`config.mk`:
```
export PLATFORM = sky130hd
export DESIGN_NAME = sramLaneCtrl
export DESIGN_NICKNAME = d
export VERILOG_FILES = /design/src/rtl/sram_lane_pkg.sv /design/src/rtl/sramLaneCtl.sv /design/src/rtl/sramLaneDp.sv /design/src/rtl/sramLaneCtrl.sv
export SDC_FILE = /design/constraint.sdc
export NUM_CORES = 1
export LEC_CHECK = 0
export BUFFER_PORTS_ARGS = -buffer_cell sky130_fd_sc_hd__buf_2
export CORE_ASPECT_RATIO = 0.8
export CORE_MARGIN = 4
export CORE_UTILIZATION = 50
export CTS_BUF_LIST = sky130_fd_sc_hd__clkbuf_8
export DETAILED_ROUTE_END_ITERATION = 6
export PLACE_DENSITY = 0.83
export SYNTH_ARGS = -nofsm -noshare
export SYNTH_HDL_FRONTEND = slang
export SYNTH_SLANG_ARGS = --single-unit
```
`constraint.sdc`:
```
create_clock -name clk -period 2.39 [get_ports clk]
set_input_delay 0.1195 -clock clk [delete_from_list [all_inputs] [get_ports clk]]
set_output_delay 0.1195 -clock clk [all_outputs]
set_load 0.05 [all_outputs]
```
`src/rtl/sram_lane_pkg.sv`:
```
package sram_lane_pkg;

  typedef enum logic [2:0] {
    ST_IDLE,
    ST_TURN,
    ST_READ,
    ST_WRITE,
    ST_REC
  } ctlState_t;

  // active-high internal view of the memory-side strobes
  typedef struct packed {
    logic cs;
    logic oe;
    logic we;
    logic drive;
    logic latch;
  } memStrobe_t;

  function automatic int cyclesFor(input int ns, input int periodNs);
    return (ns + periodNs - 1) / periodNs;
  endfunction

  function automatic int maxOf(input int a, input int b);
    return (a > b) ? a : b;
  endfunction

endpackage

```
`src/rtl/sramLaneCtl.sv`:
```
module sramLaneCtl
  import sram_lane_pkg::*;
#(
  parameter int RD_CYC  = 7,
  parameter int WP_CYC  = 6,
  parameter int REC_CYC = 1,
  parameter int TA_CYC  = 3
) (
  input  logic       clk,
  input  logic       rstN,
  input  logic       reqValid,
  input  logic       reqWrite,
  output logic       reqReady,
  output logic       accept,
  output memStrobe_t strb
);

  localparam int MAXC = maxOf(maxOf(RD_CYC, WP_CYC), maxOf(REC_CYC, TA_CYC));
  localparam int CW   = $clog2(MAXC + 1);

  ctlState_t     state;
  logic [CW-1:0] cnt;
  logic          opWrite;
  logic          lastWrite;
  logic          haveLast;

  function automatic logic [CW-1:0] opLoad(input logic wr);
    return wr ? CW'(WP_CYC - 1) : CW'(RD_CYC - 1);
  endfunction

  assign reqReady = (state == ST_IDLE);
  assign accept   = reqValid && reqReady;

  always_ff @(posedge clk or negedge rstN) begin
    if (!rstN) begin
      state     <= ST_IDLE;
      cnt       <= '0;
      opWrite   <= 1'b0;
      lastWrite <= 1'b0;
      haveLast  <= 1'b0;
    end else begin
      case (state)
        ST_IDLE: begin
          if (reqValid) begin
            opWrite <= reqWrite;
            if (haveLast && (reqWrite != lastWrite)) begin
              state <= ST_TURN;
              cnt   <= CW'(TA_CYC - 1);
            end else begin
              state <= reqWrite ? ST_WRITE : ST_READ;
              cnt   <= opLoad(reqWrite);
            end
          end
        end
        ST_TURN: begin
          if (cnt == '0) begin
            state <= opWrite ? ST_WRITE : ST_READ;
            cnt   <= opLoad(opWrite);
          end else begin
            cnt <= cnt - CW'(1);
          end
        end
        ST_READ: begin
          if (cnt == '0) begin
            state     <= ST_IDLE;
            lastWrite <= 1'b0;
            haveLast  <= 1'b1;
          end else begin
            cnt <= cnt - CW'(1);
          end
        end
        ST_WRITE: begin
          if (cnt == '0) begin
            state <= ST_REC;
            cnt   <= CW'(REC_CYC - 1);
          end else begin
            cnt <= cnt - CW'(1);
          end
        end
        ST_REC: begin
          if (cnt == '0) begin
            state     <= ST_IDLE;
            lastWrite <= 1'b1;
            haveLast  <= 1'b1;
          end else begin
            cnt <= cnt - CW'(1);
          end
        end
        default: state <= ST_IDLE;
      endcase
    end
  end

  always_comb begin
    strb       = '0;
    strb.cs    = (state == ST_READ) || (state == ST_WRITE);
    strb.oe    = (state == ST_READ);
    strb.we    = (state == ST_WRITE);
    strb.drive = (state == ST_WRITE);
    strb.latch = (state == ST_READ) && (cnt == '0);
  end

  // cycles since output enable was last active, saturating at the turnaround
  logic [CW-1:0] oeGap;
  always_ff @(posedge clk or negedge rstN) begin
    if (!rstN)                       oeGap <= CW'(TA_CYC);
    else if (strb.oe)                oeGap <= '0;
    else if (oeGap < CW'(TA_CYC))    oeGap <= oeGap + CW'(1);
  end

  AST_IDLE_QUIET: assert property (@(posedge clk) disable iff (!rstN)
    (state == ST_IDLE) |-> (!strb.cs && !strb.drive));

  AST_OE_WE_EXCL: assert property (@(posedge clk) disable iff (!rstN)
    !(strb.oe && strb.we));

  AST_TURN_GAP: assert property (@(posedge clk) disable iff (!rstN)
    $rose(strb.drive) |-> (oeGap >= CW'(TA_CYC)));

  AST_READY_DROPS: assert property (@(posedge clk) disable iff (!rstN)
    (reqValid && reqReady) |=> !reqReady);

endmodule

```
`src/rtl/sramLaneDp.sv`:
```
module sramLaneDp
  import sram_lane_pkg::*;
#(
  parameter int ADDR_W = 19,
  parameter int DATA_W = 16
) (
  input  logic              clk,
  input  logic              rstN,
  input  logic              accept,
  input  logic [ADDR_W-1:0] reqAddr,
  input  logic [DATA_W/8-1:0] reqMask,
  input  logic [DATA_W-1:0] reqWdata,
  input  memStrobe_t        strb,
  output logic              rdValid,
  output logic [DATA_W-1:0] rdData,
  output logic [ADDR_W-1:0] memAddr,
  output logic              memCsN,
  output logic              memOeN,
  output logic              memWeN,
  output logic [DATA_W/8-1:0] laneEnN,
  output logic [DATA_W-1:0] memDout,
  input  logic [DATA_W-1:0] memDin,
  output logic              memDrive
);

  localparam int LANES = DATA_W / 8;

  logic [ADDR_W-1:0] addrQ;
  logic [LANES-1:0]  maskQ;
  logic [DATA_W-1:0] dataQ;
  logic [DATA_W-1:0] capWord;

  always_ff @(posedge clk or negedge rstN) begin
    if (!rstN) begin
      addrQ <= '0;
      maskQ <= '0;
      dataQ <= '0;
    end else if (accept) begin
      addrQ <= reqAddr;
      maskQ <= reqMask;
      dataQ <= reqWdata;
    end
  end

  for (genvar l = 0; l < LANES; l++) begin : g_lane
    assign laneEnN[l]         = ~(strb.cs & maskQ[l]);
    assign capWord[l*8 +: 8]  = maskQ[l] ? memDin[l*8 +: 8] : 8'h00;
  end

  always_ff @(posedge clk or negedge rstN) begin
    if (!rstN) begin
      rdValid <= 1'b0;
      rdData  <= '0;
    end else begin
      rdValid <= strb.latch;
      if (strb.latch) rdData <= capWord;
    end
  end

  assign memAddr  = addrQ;
  assign memCsN   = ~strb.cs;
  assign memOeN   = ~strb.oe;
  assign memWeN   = ~strb.we;
  assign memDout  = dataQ;
  assign memDrive = strb.drive;

  AST_RDVALID_PULSE: assert property (@(posedge clk) disable iff (!rstN)
    rdValid |=> !rdValid);

  AST_DRIVE_WITH_WE: assert property (@(posedge clk) disable iff (!rstN)
    memDrive |-> (!memWeN && !memCsN));

  AST_ADDR_STABLE: assert property (@(posedge clk) disable iff (!rstN)
    (!memCsN && $past(!memCsN)) |-> $stable(memAddr));

endmodule

```
`src/rtl/sramLaneCtrl.sv`:
```
module sramLaneCtrl
  import sram_lane_pkg::*;
#(
  parameter int ADDR_W        = 19,
  parameter int DATA_W        = 16,
  parameter int CLK_PERIOD_NS = 8,
  parameter int FAST_GRADE    = 1
) (
  input  logic              clk,
  input  logic              rstN,
  input  logic              reqValid,
  output logic              reqReady,
  input  logic              reqWrite,
  input  logic [1:0]        reqMask,
  input  logic [ADDR_W-1:0] reqAddr,
  input  logic [DATA_W-1:0] reqWdata,
  output logic              rdValid,
  output logic [DATA_W-1:0] rdData,
  output logic [ADDR_W-1:0] memAddr,
  output logic              memCsN,
  output logic              memOeN,
  output logic              memWeN,
  output logic              memLbN,
  output logic              memUbN,
  output logic [DATA_W-1:0] memDout,
  input  logic [DATA_W-1:0] memDin,
  output logic              memDrive
);

  // grade limits in ns
  localparam int T_ACCESS  = FAST_GRADE ? 55 : 70;
  localparam int T_RDCYC   = FAST_GRADE ? 55 : 70;
  localparam int T_WPULSE  = FAST_GRADE ? 40 : 50;
  localparam int T_SELEND  = FAST_GRADE ? 45 : 60;
  localparam int T_SETUP   = FAST_GRADE ? 25 : 30;
  localparam int T_WRCYC   = FAST_GRADE ? 55 : 70;
  localparam int T_RELEASE = FAST_GRADE ? 20 : 25;

  localparam int RD_CYC  = cyclesFor(maxOf(T_ACCESS, T_RDCYC), CLK_PERIOD_NS);
  localparam int WP_CYC  = cyclesFor(maxOf(maxOf(T_WPULSE, T_SELEND), T_SETUP), CLK_PERIOD_NS);
  localparam int WC_CYC  = cyclesFor(T_WRCYC, CLK_PERIOD_NS);
  localparam int REC_CYC = (WC_CYC > WP_CYC) ? (WC_CYC - WP_CYC) : 1;
  localparam int TA_CYC  = maxOf(cyclesFor(T_RELEASE, CLK_PERIOD_NS), 1);
  localparam int LANES   = DATA_W / 8;

  memStrobe_t       strb;
  logic             accept;
  logic [LANES-1:0] laneEnN;

  sramLaneCtl #(
    .RD_CYC (RD_CYC),
    .WP_CYC (WP_CYC),
    .REC_CYC(REC_CYC),
    .TA_CYC (TA_CYC)
  ) u_ctl (
    .clk     (clk),
    .rstN    (rstN),
    .reqValid(reqValid),
    .reqWrite(reqWrite),
    .reqReady(reqReady),
    .accept  (accept),
    .strb    (strb)
  );

  sramLaneDp #(
    .ADDR_W(ADDR_W),
    .DATA_W(DATA_W)
  ) u_dp (
    .clk     (clk),
    .rstN    (rstN),
    .accept  (accept),
    .reqAddr (reqAddr),
    .reqMask (reqMask),
    .reqWdata(reqWdata),
    .strb    (strb),
    .rdValid (rdValid),
    .rdData  (rdData),
    .memAddr (memAddr),
    .memCsN  (memCsN),
    .memOeN  (memOeN),
    .memWeN  (memWeN),
    .laneEnN (laneEnN),
    .memDout (memDout),
    .memDin  (memDin),
    .memDrive(memDrive)
  );

  assign memLbN = laneEnN[0];
  assign memUbN = laneEnN[LANES-1];

endmodule

```
==> results of run 1 <==
[final cells by class]
| class | instances | area [µm²] | area share [%] |
|---|---|---|---|
| clock buffer | 9 | 124 | 3.01 |
| clock inverter | 7 | 65.1 | 1.58 |
| tap | 78 | 97.6 | 2.37 |
| sequential | 63 | 1580 | 38.3 |
| inverter | 8 | 30.0 | 0.730 |
| timing repair buffer | 167 | 1090 | 26.5 |
| multi-input combinational | 147 | 1130 | 27.4 |
[power groups by stage]
stage / combinational (mW) / clock (mW) / sequential, mW
3_5_place_dp: 3.88 / 0 / 1.93
2_1_floorplan: 1.54 / 0 / 3.41
4_1_cts: 3.94 / 0.913 / 1.92
6_report: 3.97 / 0.890 / 1.96
3_3_place_gp: 3.82 / 0 / 1.90
5_1_grt: 4.19 / 0.954 / 2.02
[cell usage in the layout (no fill, tap or decap), drive strengths merged, types with 2 or more instances in the layout]
cell type    Yosys  final
clkbuf           3      9
nor3             2      2
nand2           39     39
nor2             4      4
buf             10    122
nor4             2      2
inv              8     11
mux2i            2      2
a21oi            3      3
and2             2      2
ha               2      2
nor2b            3      3
dfrtp           63     63
dlygate4sd3      0     45
mux2            39     39
o21ai            5      5
nand2b           3      3
clkinv           0      3
a31oi            2      2
o31ai            2      2
nand3           19     19
[metrics by stage]
step                      total power, mW  instance area [µm²]  utilization, %  hold slack (ns)
final                                6.82                 4110            74.8           0.0242
after detailed placement             5.81                 3470            63.2            0.334
after global placement               5.72                 3470            63.2            0.315
after floorplan                      4.95                 2850               -           -0.176
after global routing                 7.17                 4110            74.8          0.00625
after CTS                            6.78                 4110            74.8         0.000714
[cell families after synthesis]
family                   Yosys count  share of synthesized area [%]
XOR/XNOR                           2                          0.614
adder cells (fa/ha/maj)            2                          0.877
multiplexers                      41                           18.7
AND/OR/NAND/NOR                   80                           13.6
AO/OA/AOI/OAI                     22                           5.66
flip-flops                        63                           55.3
buffers and inverters             21                           5.18
[worst min-delay path, delay by kind of cell]
kind                   cells  cell delay (ns)
buffers and inverters      1             0.08
and+or+nand+nor            2             0.13
[routing by layer]
layer	vias to the layer above	part of all wire (%)	global-route usage [%]	wire length, µm
met2	136	46	39.1	3680
li1	1128	-	-	-
met4	0	1.9	9.06	155
met1	1176	42	30.5	3390
met5	-	0	0	0
met3	16	9.5	7.50	763
[flip-flops by register name, indices dropped and copies added, names as in the netlist, 2 cells and up]
name          flops
u_dp.rdData      16
u_dp.memAddr     19
u_ctl.cnt         3
u_ctl.state       3
u_dp.maskQ        2
u_dp.memDout     16
[how the worst max path moves through the flow]
| stage | startpoint | endpoint | slack, ns | depth (start not counted) |
|---|---|---|---|---|
| after CTS | u_ctl.cnt[0]$_DFFE_PN0P_ | u_dp.rdData[15]$_DFFE_PN0P_ | 0.61 | 7 |
| final | u_ctl.cnt[0]$_DFFE_PN0P_ | u_dp.rdData[6]$_DFFE_PN0P_ | 0.61 | 7 |
| after detailed placement | u_ctl.cnt[0]$_DFFE_PN0P_ | u_dp.rdData[15]$_DFFE_PN0P_ | 0.62 | 7 |
| after global routing | u_ctl.cnt[0]$_DFFE_PN0P_ | u_dp.rdData[7]$_DFFE_PN0P_ | 0.37 | 7 |
| after floorplan | u_ctl.state[2]$_DFFE_PN0P_ | u_ctl.opWrite$_DFFE_PN0P_ | 0.50 | 7 |
| after global placement | u_ctl.cnt[0]$_DFFE_PN0P_ | u_dp.rdData[3]$_DFFE_PN0P_ | 0.68 | 7 |
[what timing repair did]
item                      4_1_cts  5_1_grt
hold buffers                   45        0
hold endpoints to repair       85        0
resized for setup               0        0
[synthesized netlist by cell type (2+ instances only)]
| cell type | n | area share [%] |
|---|---|---|
| clkbuf_1 | 3 | 0.39 |
| a21oi_1 | 3 | 0.53 |
| inv_2 | 2 | 0.26 |
| buf_2 | 4 | 0.70 |
| ha_1 | 2 | 0.88 |
| nor2b_1 | 3 | 0.66 |
| nand3_1 | 18 | 3.2 |
| mux2i_1 | 2 | 0.70 |
| buf_4 | 2 | 0.53 |
| mux2_4 | 20 | 11 |
| mux2_2 | 19 | 7.5 |
| nor2_1 | 4 | 0.53 |
| inv_1 | 6 | 0.79 |
| dfrtp_1 | 63 | 55 |
| o21ai_0 | 5 | 0.88 |
| o31ai_1 | 2 | 0.53 |
| nor3_1 | 2 | 0.35 |
| buf_12 | 3 | 2.1 |
| a31oi_1 | 2 | 0.44 |
| nand2b_1 | 3 | 0.66 |
| nor4_1 | 2 | 0.44 |
| nand2_1 | 39 | 5.1 |
==> results.md, run 1 <==
- Status: complete, no violations
- Worst Setup End Kind: flop
- Worst slew margin: 35.4%
- Inserted Clock Buffers: 9
- Worst VDD drop: 1.25 mV
- CP max-delay cell: nor2b_1
- Setup violators final: 0
- RSZ-0062 raised after global routing: no
- Worst Hold End: u_dp.rdData[14]$_DFFE_PN0P_
- Clk slew on worst S/H paths: 0.07 ns
- Leakage: 2.10 nW
- Seq cells post-synth: 63
- Hold-critical path depth: 3
- Post-synth top flop: dfrtp_1
- Async set-or-reset flop fraction in the synthesized netlist: 100%
- CP Cell Sequence: inv_1 > ha_1 > nor2b_1 > nand3_2 > inv_2 > nand3_1 > nand2_1
- Clock Sinks: 63
- Cell count after placement: 418
- Share of cells above drive strength 1: 45.6%
- Sequential share of power: 28.8%
- Fill count: 363
- # H-tree levels: 3
- Worst reg2reg endpoint: u_dp.rdData[6]$_DFFE_PN0P_
- Cell class contributing the biggest share of worst-path delay: simple AND/OR/NAND/NOR gates
- CTS tree: yes
- WS Path Type: flop to flop
- Placer Congestion: 0.893
- Minimum clock period: 1.78 ns
- Gr ovfl total: 0
- Final worst-path cycle share: 74.5%
- Cell Area, Synth: 0.00285 mm²
- Sw Share: 51.9%
- Delay of the slowest cell on the worst path: 0.39 ns
- Setup TNS Final: 0 ns
- Crit-path max FO: 17
- Ports: 116
- Die boundary width: 92.4 µm
- CP startpoint kind: flop
- Area of the core: 0.00550 mm²
- Vias: 2456
- Reg-to-reg setup timing slack: 0.61 ns
- Max cap viols: 0
- WP buf/inv: 2
- Endpoints failing hold: 0
- Crit path DAT: 2.05 ns
- Placement Setup Slack: 0.619 ns
- Layout Nets: 455
- Port buffer count: 115
- Routed Antenna Nets: 0
- DRT Pass-1 Iters: 4
- EDFF count, synth: 0
- Cell row count: 24
- Reg2Reg Launch Point: u_ctl.cnt[0]$_DFFE_PN0P_
- 1st-iter DRT viols: 128
- Logic pwr share: 58.1%
- Vias in the first global route: 2398
- Final setup margin: 0.610 ns
- Post-DP HPWL: 4800 µm
- Setup Fix Bufs, Post-CTS: 0
- Global-route wire length before repair: 12500 µm
- CTS Root Cell: clkbuf_8
- Pwr Density: 1660 mW/mm²
- Initial antenna violation count: 0
- Pin count of the biggest net entering global routing: 44
- P&R area growth vs syn: 44.2%
- Clock Skews: 0.00893 ns
- Clock power share: 13.1%
- Synthesized area per cell: 12.3 µm²
- Die Area: 0.00698 mm²
- Initial Util: 51.9%
- Net Sw Power: 3.54 mW
- Slew at the pin with the worst max-slew slack: 0.969 ns
- Via density: 5.13
- Drt drc: 0
- Maximum clock path buffer count: 2
- Max Clk Rate: 562 MHz
- Synthesized Nets: 290
- Clk_lat worst skew: 0.34 ns
- Diodes inserted: 0
- Worst-case reg-to-reg path depth: 7
- Max-slew violations: 0
- Hold crit path type: input pin to flop
- Syn Inst Count: 231
- Seq/Total Area, Yosys: 55.3%
- Post-Layout Cell Count: 479
- Synth cell types: 44
- Die H: 75.5 µm
- Hold wc startpoint: memDin[14]
- Worst endpoint required time: 2.67 ns
- Total Routing Usage GR: 23.9%
- Synthesis Warnings: 0
- Wire length per cell after detailed routing: 16.7 µm
- Routed WL: 7990 µm
- Internal power: 3.28 mW
Power figures use the tool's default switching activity.
==> run 2, diff against run 1 <==
--- a/config.mk
+++ b/config.mk
@@ -8,10 +8,10 @@
 export BUFFER_PORTS_ARGS = -buffer_cell sky130_fd_sc_hd__buf_2
 export CORE_ASPECT_RATIO = 0.8
 export CORE_MARGIN = 4
-export CORE_UTILIZATION = 50
+export CORE_UTILIZATION = 45
 export CTS_BUF_LIST = sky130_fd_sc_hd__clkbuf_8
 export DETAILED_ROUTE_END_ITERATION = 6
-export PLACE_DENSITY = 0.83
+export PLACE_DENSITY = 0.79
 export SYNTH_ARGS = -nofsm -noshare
 export SYNTH_HDL_FRONTEND = slang
 export SYNTH_SLANG_ARGS = --single-unit
==> constraint.sdc (replaced) <==
create_clock -name clk -period 1.6 [get_ports clk]
set_input_delay 0.08 -clock clk [delete_from_list [all_inputs] [get_ports clk]]
set_output_delay 0.08 -clock clk [all_outputs]
set_load 0.05 [all_outputs]
==> results.md, run 2 (synthesis gave the netlist of run 1 again) <==
- Status: finished, violations left (was complete, no violations)
- Failing checks: negative setup slack
- Ports: 116 (unchanged)
- Die Area: 0.00768 mm² (was 0.00698 mm²)
- Clk_lat worst skew: 0.33 ns (was 0.34 ns)
- Hold crit path type: input pin to flop (unchanged)
- Worst VDD drop: 1.60 mV (was 1.25 mV)
- Commonest non-fill, non-tap cell in the layout: buf_2 (unchanged)
- Global-route wire length before repair: 13900 µm (was 12500 µm)
- Maximum clock path buffer count: 2 (unchanged)
- DRT Pass-1 Iters: 4 (unchanged)
- Wire length per cell after detailed routing: 16.8 µm (was 16.7 µm)
- Sequential cell area: 0.00158 mm² (unchanged)
- 1st-iter DRT viols: 81 (was 128)
- Setup violators final: 42 (was 0)
- Multi-input gate area: 0.00127 mm² (was 0.00113 mm²)
- Max reg flops: 19 (unchanged)
- Diodes inserted: 0 (unchanged)
- Placement Setup Slack: -0.0699 ns (was 0.619 ns)
- Area of the core: 0.00604 mm² (was 0.00550 mm²)
- Sw Share: 48.1% (was 51.9%)
- Fill count: 350 (was 363)
- Worst-case reg-to-reg path depth: 6 (was 7)
- Leakage: 2.36 nW (was 2.10 nW)
- Slew at the pin with the worst max-slew slack: 0.521 ns (was 0.969 ns)
- Pwr Density: 2470 mW/mm² (was 1660 mW/mm²)
- Crit-path max FO: 3 (was 17)
- Post-Layout Cell Count: 510 (was 479)
- Final setup margin: -0.0734 ns (was 0.610 ns)
- Minimum clock period: 1.67 ns (was 1.78 ns)
- Die boundary width: 97 µm (was 92.4 µm)
- Drt drc: 0 (unchanged)
- Endpoints failing hold: 0 (unchanged)
- Initial antenna violation count: 0 (unchanged)
- Placer Congestion: 0.904 (was 0.893)
- Clock Skews: 0.00663 ns (was 0.00893 ns)
- Worst endpoint required time: 1.81 ns (was 2.67 ns)
- Most frequent cells in the layout: buf_2, dfrtp_1, dlygate4sd3_1, nand2_1, mux2_4 (unchanged)
- Hold-critical path depth: 2 (was 3)
- Max Clk Rate: 598 MHz (was 562 MHz)
- Post-DP HPWL: 5330 µm (was 4800 µm)
- Worst reg2reg endpoint: u_ctl.cnt[2]$_DFFE_PN0P_ (was u_dp.rdData[6]$_DFFE_PN0P_)
- Internal power: 6.01 mW (was 3.28 mW)
- Inserted Clock Buffers: 9 (unchanged)
- Max-slew violations: 0 (unchanged)
- Worst slew margin: 65.3% (was 35.4%)
- Worst Hold End: u_ctl.opWrite$_DFFE_PN0P_ (was u_dp.rdData[14]$_DFFE_PN0P_)
- Cell row count: 25 (was 24)
- Reg2Reg Launch Point: u_ctl.cnt[0]$_DFFE_PN0P_ (unchanged)
- Crit path DAT: 1.88 ns (was 2.05 ns)
- CTS tree: yes (unchanged)
- Total Routing Usage GR: 22.6% (was 23.9%)
- Initial Util: 47.2% (was 51.9%)
- Routed Antenna Nets: 0 (unchanged)
- Vias in the first global route: 2672 (was 2398)
- Port buffer count: 115 (unchanged)
- Vias: 2541 (was 2456)
- Pin count of the biggest net entering global routing: 24 (was 44)
- Share of cells above drive strength 1: 51.0% (was 45.6%)
- Max cap viols: 0 (unchanged)
- RSZ-0062 raised after global routing: yes (was no)
- Reg-to-reg setup timing slack: -0.07 ns (was 0.61 ns)
- Cell count after placement: 436 (was 418)
- WS Path Type: flop to flop (unchanged)
- # H-tree levels: 3 (unchanged)
- P&R area growth vs syn: 64.1% (was 44.2%)
- Via density: 4.98 (was 5.13)
- Sequential share of power: 25.3% (was 28.8%)
- Clock Sinks: 63 (unchanged)
- Worst Setup End Kind: flop (unchanged)
- Logic pwr share: 60.2% (was 58.1%)
- Net Sw Power: 5.56 mW (was 3.54 mW)
- Hold wc startpoint: reqWrite (was memDin[14])
- Crit path from: u_ctl.cnt[0]$_DFFE_PN0P_ (unchanged)
- CTS Root Cell: clkbuf_8 (unchanged)
- Clk slew on worst S/H paths: 0.07 ns (about the same)
- Die H: 79.2 µm (was 75.5 µm)
- CP startpoint kind: flop (unchanged)
- Final worst-path cycle share: 105% (was 74.5%)
- Clock power share: 14.5% (was 13.1%)
- Routed WL: 8560 µm (was 7990 µm)
- Gr ovfl total: 0 (unchanged)
- Layout Nets: 483 (was 455)
run 2: per-stage QoR:
| stage | setup TNS (ns) | util [%] | power, mW | instance area, µm² | hold WS (ns) |
|---|---|---|---|---|---|
| global route | -3.52 | 77.5 | 12.1 | 4680 | 0.0757 |
| finish | -1.76 | 77.5 | 11.6 | 4680 | 0.0749 |
| floorplan | -5.64 | - | 7.45 | 2870 | -0.216 |
| CTS | -1.59 | 76.1 | 11.3 | 4590 | 0.00713 |
| global placement | -0.979 | 60.3 | 8.82 | 3640 | 0.0772 |
| detailed placement | -1.88 | 60.3 | 8.97 | 3640 | 0.0837 |
run 2: final cells by class:
| class | instances | share of cell area (%) |
|---|---|---|
| Timing Repair Buffer | 195 | 30.8 |
| Multi-Input combinational cell | 147 | 27.1 |
| Sequential cell | 63 | 33.7 |
| Tap cell | 81 | 2.17 |
| Clock buffer | 10 | 2.94 |
| Inverter | 8 | 0.989 |
| Clock inverter | 6 | 2.30 |
run 2: how the worst max path moves through the flow:
stage | endpoint | slack, ns | cells after the start
global placement | u_dp.memAddr[10]$_DFFE_PN0P_ | -0.04 | 5
global route | u_ctl.cnt[2]$_DFFE_PN0P_ | -0.13 | 6
detailed placement | u_dp.memAddr[8]$_DFFE_PN0P_ | -0.07 | 5
finish | u_ctl.cnt[2]$_DFFE_PN0P_ | -0.07 | 6
floorplan | u_ctl.opWrite$_DFFE_PN0P_ | -0.19 | 7
CTS | u_dp.memAddr[7]$_DFFE_PN0P_ | -0.07 | 5
run 2: power by group through the flow:
stage / Sequential [mW] / Clock (mW) / Combinational [mW]
floorplan: 5.10 / 0 / 2.35
global placement: 2.85 / 0 / 5.97
detailed placement: 2.88 / 0 / 6.09
CTS: 2.89 / 1.71 / 6.69
global route: 3.01 / 1.78 / 7.29
finish: 2.93 / 1.67 / 6.97
run 2: timing repair:
action,in CTS,in global routing
endpoints found under the hold margin,70,1
hold buffers,53,1
endpoints found under the setup margin,48,57
resized for setup,44,17
buffers inserted,3,1
pin swaps,3,3
run 2: per-layer routing:
layer / track usage, % / share of wire, % / vias up
met3: 7.64 / 7.5 / 7
met1: 27.5 / 41 / 1231
met2: 39.0 / 50 / 115
met4: 5.19 / 0.77 / 0
met5: 0 / 0 / -
li1: - / - / 1188
run 2: critical path, stage by stage (launching register included):
cell and delay [ns]:
dfrtp_1 0.36, inv_2 0.07, ha_1 0.23, a21bo_2 0.20
o21ai_0 0.08, o32a_1 0.36, mux2_2 0.26
==> run 3, diff against run 2 <==
==> constraint.sdc (replaced) <==
create_clock -name clk -period 1.6 [get_ports clk]
set_input_delay 0.24 -clock clk [delete_from_list [all_inputs] [get_ports clk]]
set_output_delay 0.24 -clock clk [all_outputs]
set_load 0.05 [all_outputs]
==> results.md, run 3 (synthesis gave the netlist of run 1 again) <==
- Status: finished, violations left (unchanged)
- Failing checks: negative setup slack (unchanged)
- Fill count: 426 (was 350)
- Clock Skews: 0.00581 ns (was 0.00663 ns)
- Die H: 79.2 µm (unchanged)
- Clk slew on worst S/H paths: 0.07 ns (about the same)
- Post-DP HPWL: 4900 µm (was 5330 µm)
- Pin count of the biggest net entering global routing: 64 (was 24)
- Worst endpoint required time: 1.82 ns (was 1.81 ns)
- Minimum clock period: 1.73 ns (was 1.67 ns)
- WS Path Type: flop to flop (unchanged)
- Clk_lat worst skew: 0.34 ns (was 0.33 ns)
- Vias: 2376 (was 2541)
- Final setup margin: -0.130 ns (was -0.0734 ns)
- Core Util, Final: 70.5% (was 77.5%)
- CTS Root Cell: clkbuf_8 (unchanged)
- Commonest non-fill, non-tap cell in the layout: buf_2 (unchanged)
- Inserted Clock Buffers: 9 (unchanged)
- Area of the core: 0.00604 mm² (unchanged)
- P&R area growth vs syn: 49.4% (was 64.1%)
- Crit-path max FO: 16 (was 3)
- DRT Pass-1 Iters: 4 (unchanged)
- Routed WL: 7630 µm (was 8560 µm)
- Diodes inserted: 0 (unchanged)
- Layout Nets: 438 (was 483)
- Initial antenna violation count: 0 (unchanged)
- Via density: 5.11 (was 4.98)
- CTS tree: yes (unchanged)
- Setup violators final: 46 (was 42)
- Cell row count: 25 (unchanged)
- Max Clk Rate: 578 MHz (was 598 MHz)
- CP startpoint kind: flop (unchanged)
- Worst slew margin: 77.6% (was 65.3%)
- Worst Setup End Kind: flop (unchanged)
- CP max-delay cell: or3_4 (was dfrtp_1)
- Most frequent cells in the layout: buf_2, dfrtp_1, mux2_4, nand2_1 (was buf_2, dfrtp_1, dlygate4sd3_1, nand2_1, mux2_4)
- Global-route wire length before repair: 11700 µm (was 13900 µm)
- Max-slew violations: 0 (unchanged)
- # H-tree levels: 3 (unchanged)
- Routed Antenna Nets: 0 (unchanged)
- Max cap viols: 0 (unchanged)
- Endpoints failing hold: 0 (unchanged)
- CP Cell Sequence: or3_4 > inv_8 > and2_4 > buf_12 > mux2_4 (was inv_2 > ha_1 > a21bo_2 > o21ai_0 > o32a_1 > mux2_2)
- Maximum clock path buffer count: 2 (unchanged)
- RSZ-0062 raised after global routing: yes (unchanged)
- 1st-iter DRT viols: 71 (was 81)
- Design area: 0.00426 mm² (was 0.00468 mm²)
- Wire length per cell after detailed routing: 16.4 µm (was 16.8 µm)
- Slew at the pin with the worst max-slew slack: 0.336 ns (was 0.521 ns)
- Die boundary width: 97 µm (unchanged)
- Die Area: 0.00768 mm² (unchanged)
- Hold crit path type: input pin to flop (unchanged)
- Gr ovfl total: 0 (unchanged)
- Fin Hold WS: 0.131 ns (was 0.0749 ns)
- Vias in the first global route: 2362 (was 2672)
- Drt drc: 0 (unchanged)
- Ports: 116 (unchanged)
- Clock Sinks: 63 (unchanged)
- Max reg flops: 19 (unchanged)
- Crit path DAT: 1.95 ns (was 1.88 ns)
- Delay of the slowest cell on the worst path: 0.43 ns (was 0.36 ns)
- Total Routing Usage GR: 19.0% (was 22.6%)
- Initial Util: 47.2% (unchanged)
- Placer Congestion: 0.867 (was 0.904)
- Area after DPL: 0.00362 mm² (was 0.00364 mm²)
- Port buffer count: 115 (unchanged)
- Share of cells above drive strength 1: 60.7% (was 51.0%)
- Final worst-path cycle share: 108% (was 105%)
- Setup TNS Final: -4.50 ns (was -1.76 ns)
run 3: cell count changes in the layout (fill, tap and decap cells not counted), sizes merged, moves of 2 or more:
cell	change
buf	+6
bufinv	-2
clkinv	+4
dlygate4sd3	-53
inv	-2
run 3: per-layer routing:
metal / share of wire [%] / global-route usage, %
met1: 43 / 25.0
met2: 47 / 29.6
met3: 9.7 / 7.11
met4: 1.2 / 5.19
met5: 0 / 0
run 3: stage by stage:
| step | cells | setup WS (ns) |
|---|---|---|
| floorplan | 231 | -0.186 |
| global placement | 434 | -0.0363 |
| detailed placement | 434 | -0.0868 |
| CTS | 455 | -0.107 |
| global route | 465 | -0.162 |
| finish | 465 | -0.130 |
run 3: final cells by class:
type | count | area (µm²) | area share, %
inverters | 8 | 51.3 | 1.20
clock buffers | 9 | 124 | 2.91
repair buffers | 150 | 1020 | 24.1
clock inverters | 7 | 65.1 | 1.53
well taps | 81 | 101 | 2.38
multi-input cells | 147 | 1320 | 30.9
flip-flops and latches | 63 | 1580 | 37.0
run 3: worst paths after layout:
check                                           start                      endpoint  slack (ns)  depth (start not counted)
setup / recovery           u_ctl.state[1]$_DFFE_PN0P_  u_dp.memDout[14]$_DFFE_PN0P_       -0.13                          5
max in group asynchronous                        rstN    u_ctl.haveLast$_DFFE_PN0P_        0.88                          3
hold / removal                              memDin[1]    u_dp.rdData[1]$_DFFE_PN0P_        0.13                          3
hold reg to reg            u_dp.rdData[1]$_DFFE_PN0P_    u_dp.rdData[1]$_DFFE_PN0P_        0.46                          2
min in group asynchronous                        rstN   u_dp.memDout[1]$_DFFE_PN0P_        0.44                          3
setup reg to reg           u_ctl.state[1]$_DFFE_PN0P_  u_dp.memDout[14]$_DFFE_PN0P_       -0.13                          5
run 3: worst max-delay path, delay by kind of cell, from the launching register on:
kind	cells	cell delay, ns
mux	1	0.31
flops	1	0.40
simple gates	2	0.64
buf+inv	2	0.25
run 3: repair_timing:
action / in CTS / in global routing
gates cloned: 0 / 2
buffers inserted: 4 / 8
hold buffers: 1 / 0
gates resized for setup: 43 / 41
pin swaps: 3 / 7
endpoints found under the setup margin: 46 / 65
endpoints found under the hold margin: 63 / 0
Power of run 3 is not shown: default switching activity piles up to over one toggle a cycle in this logic, so the estimate is an artifact.
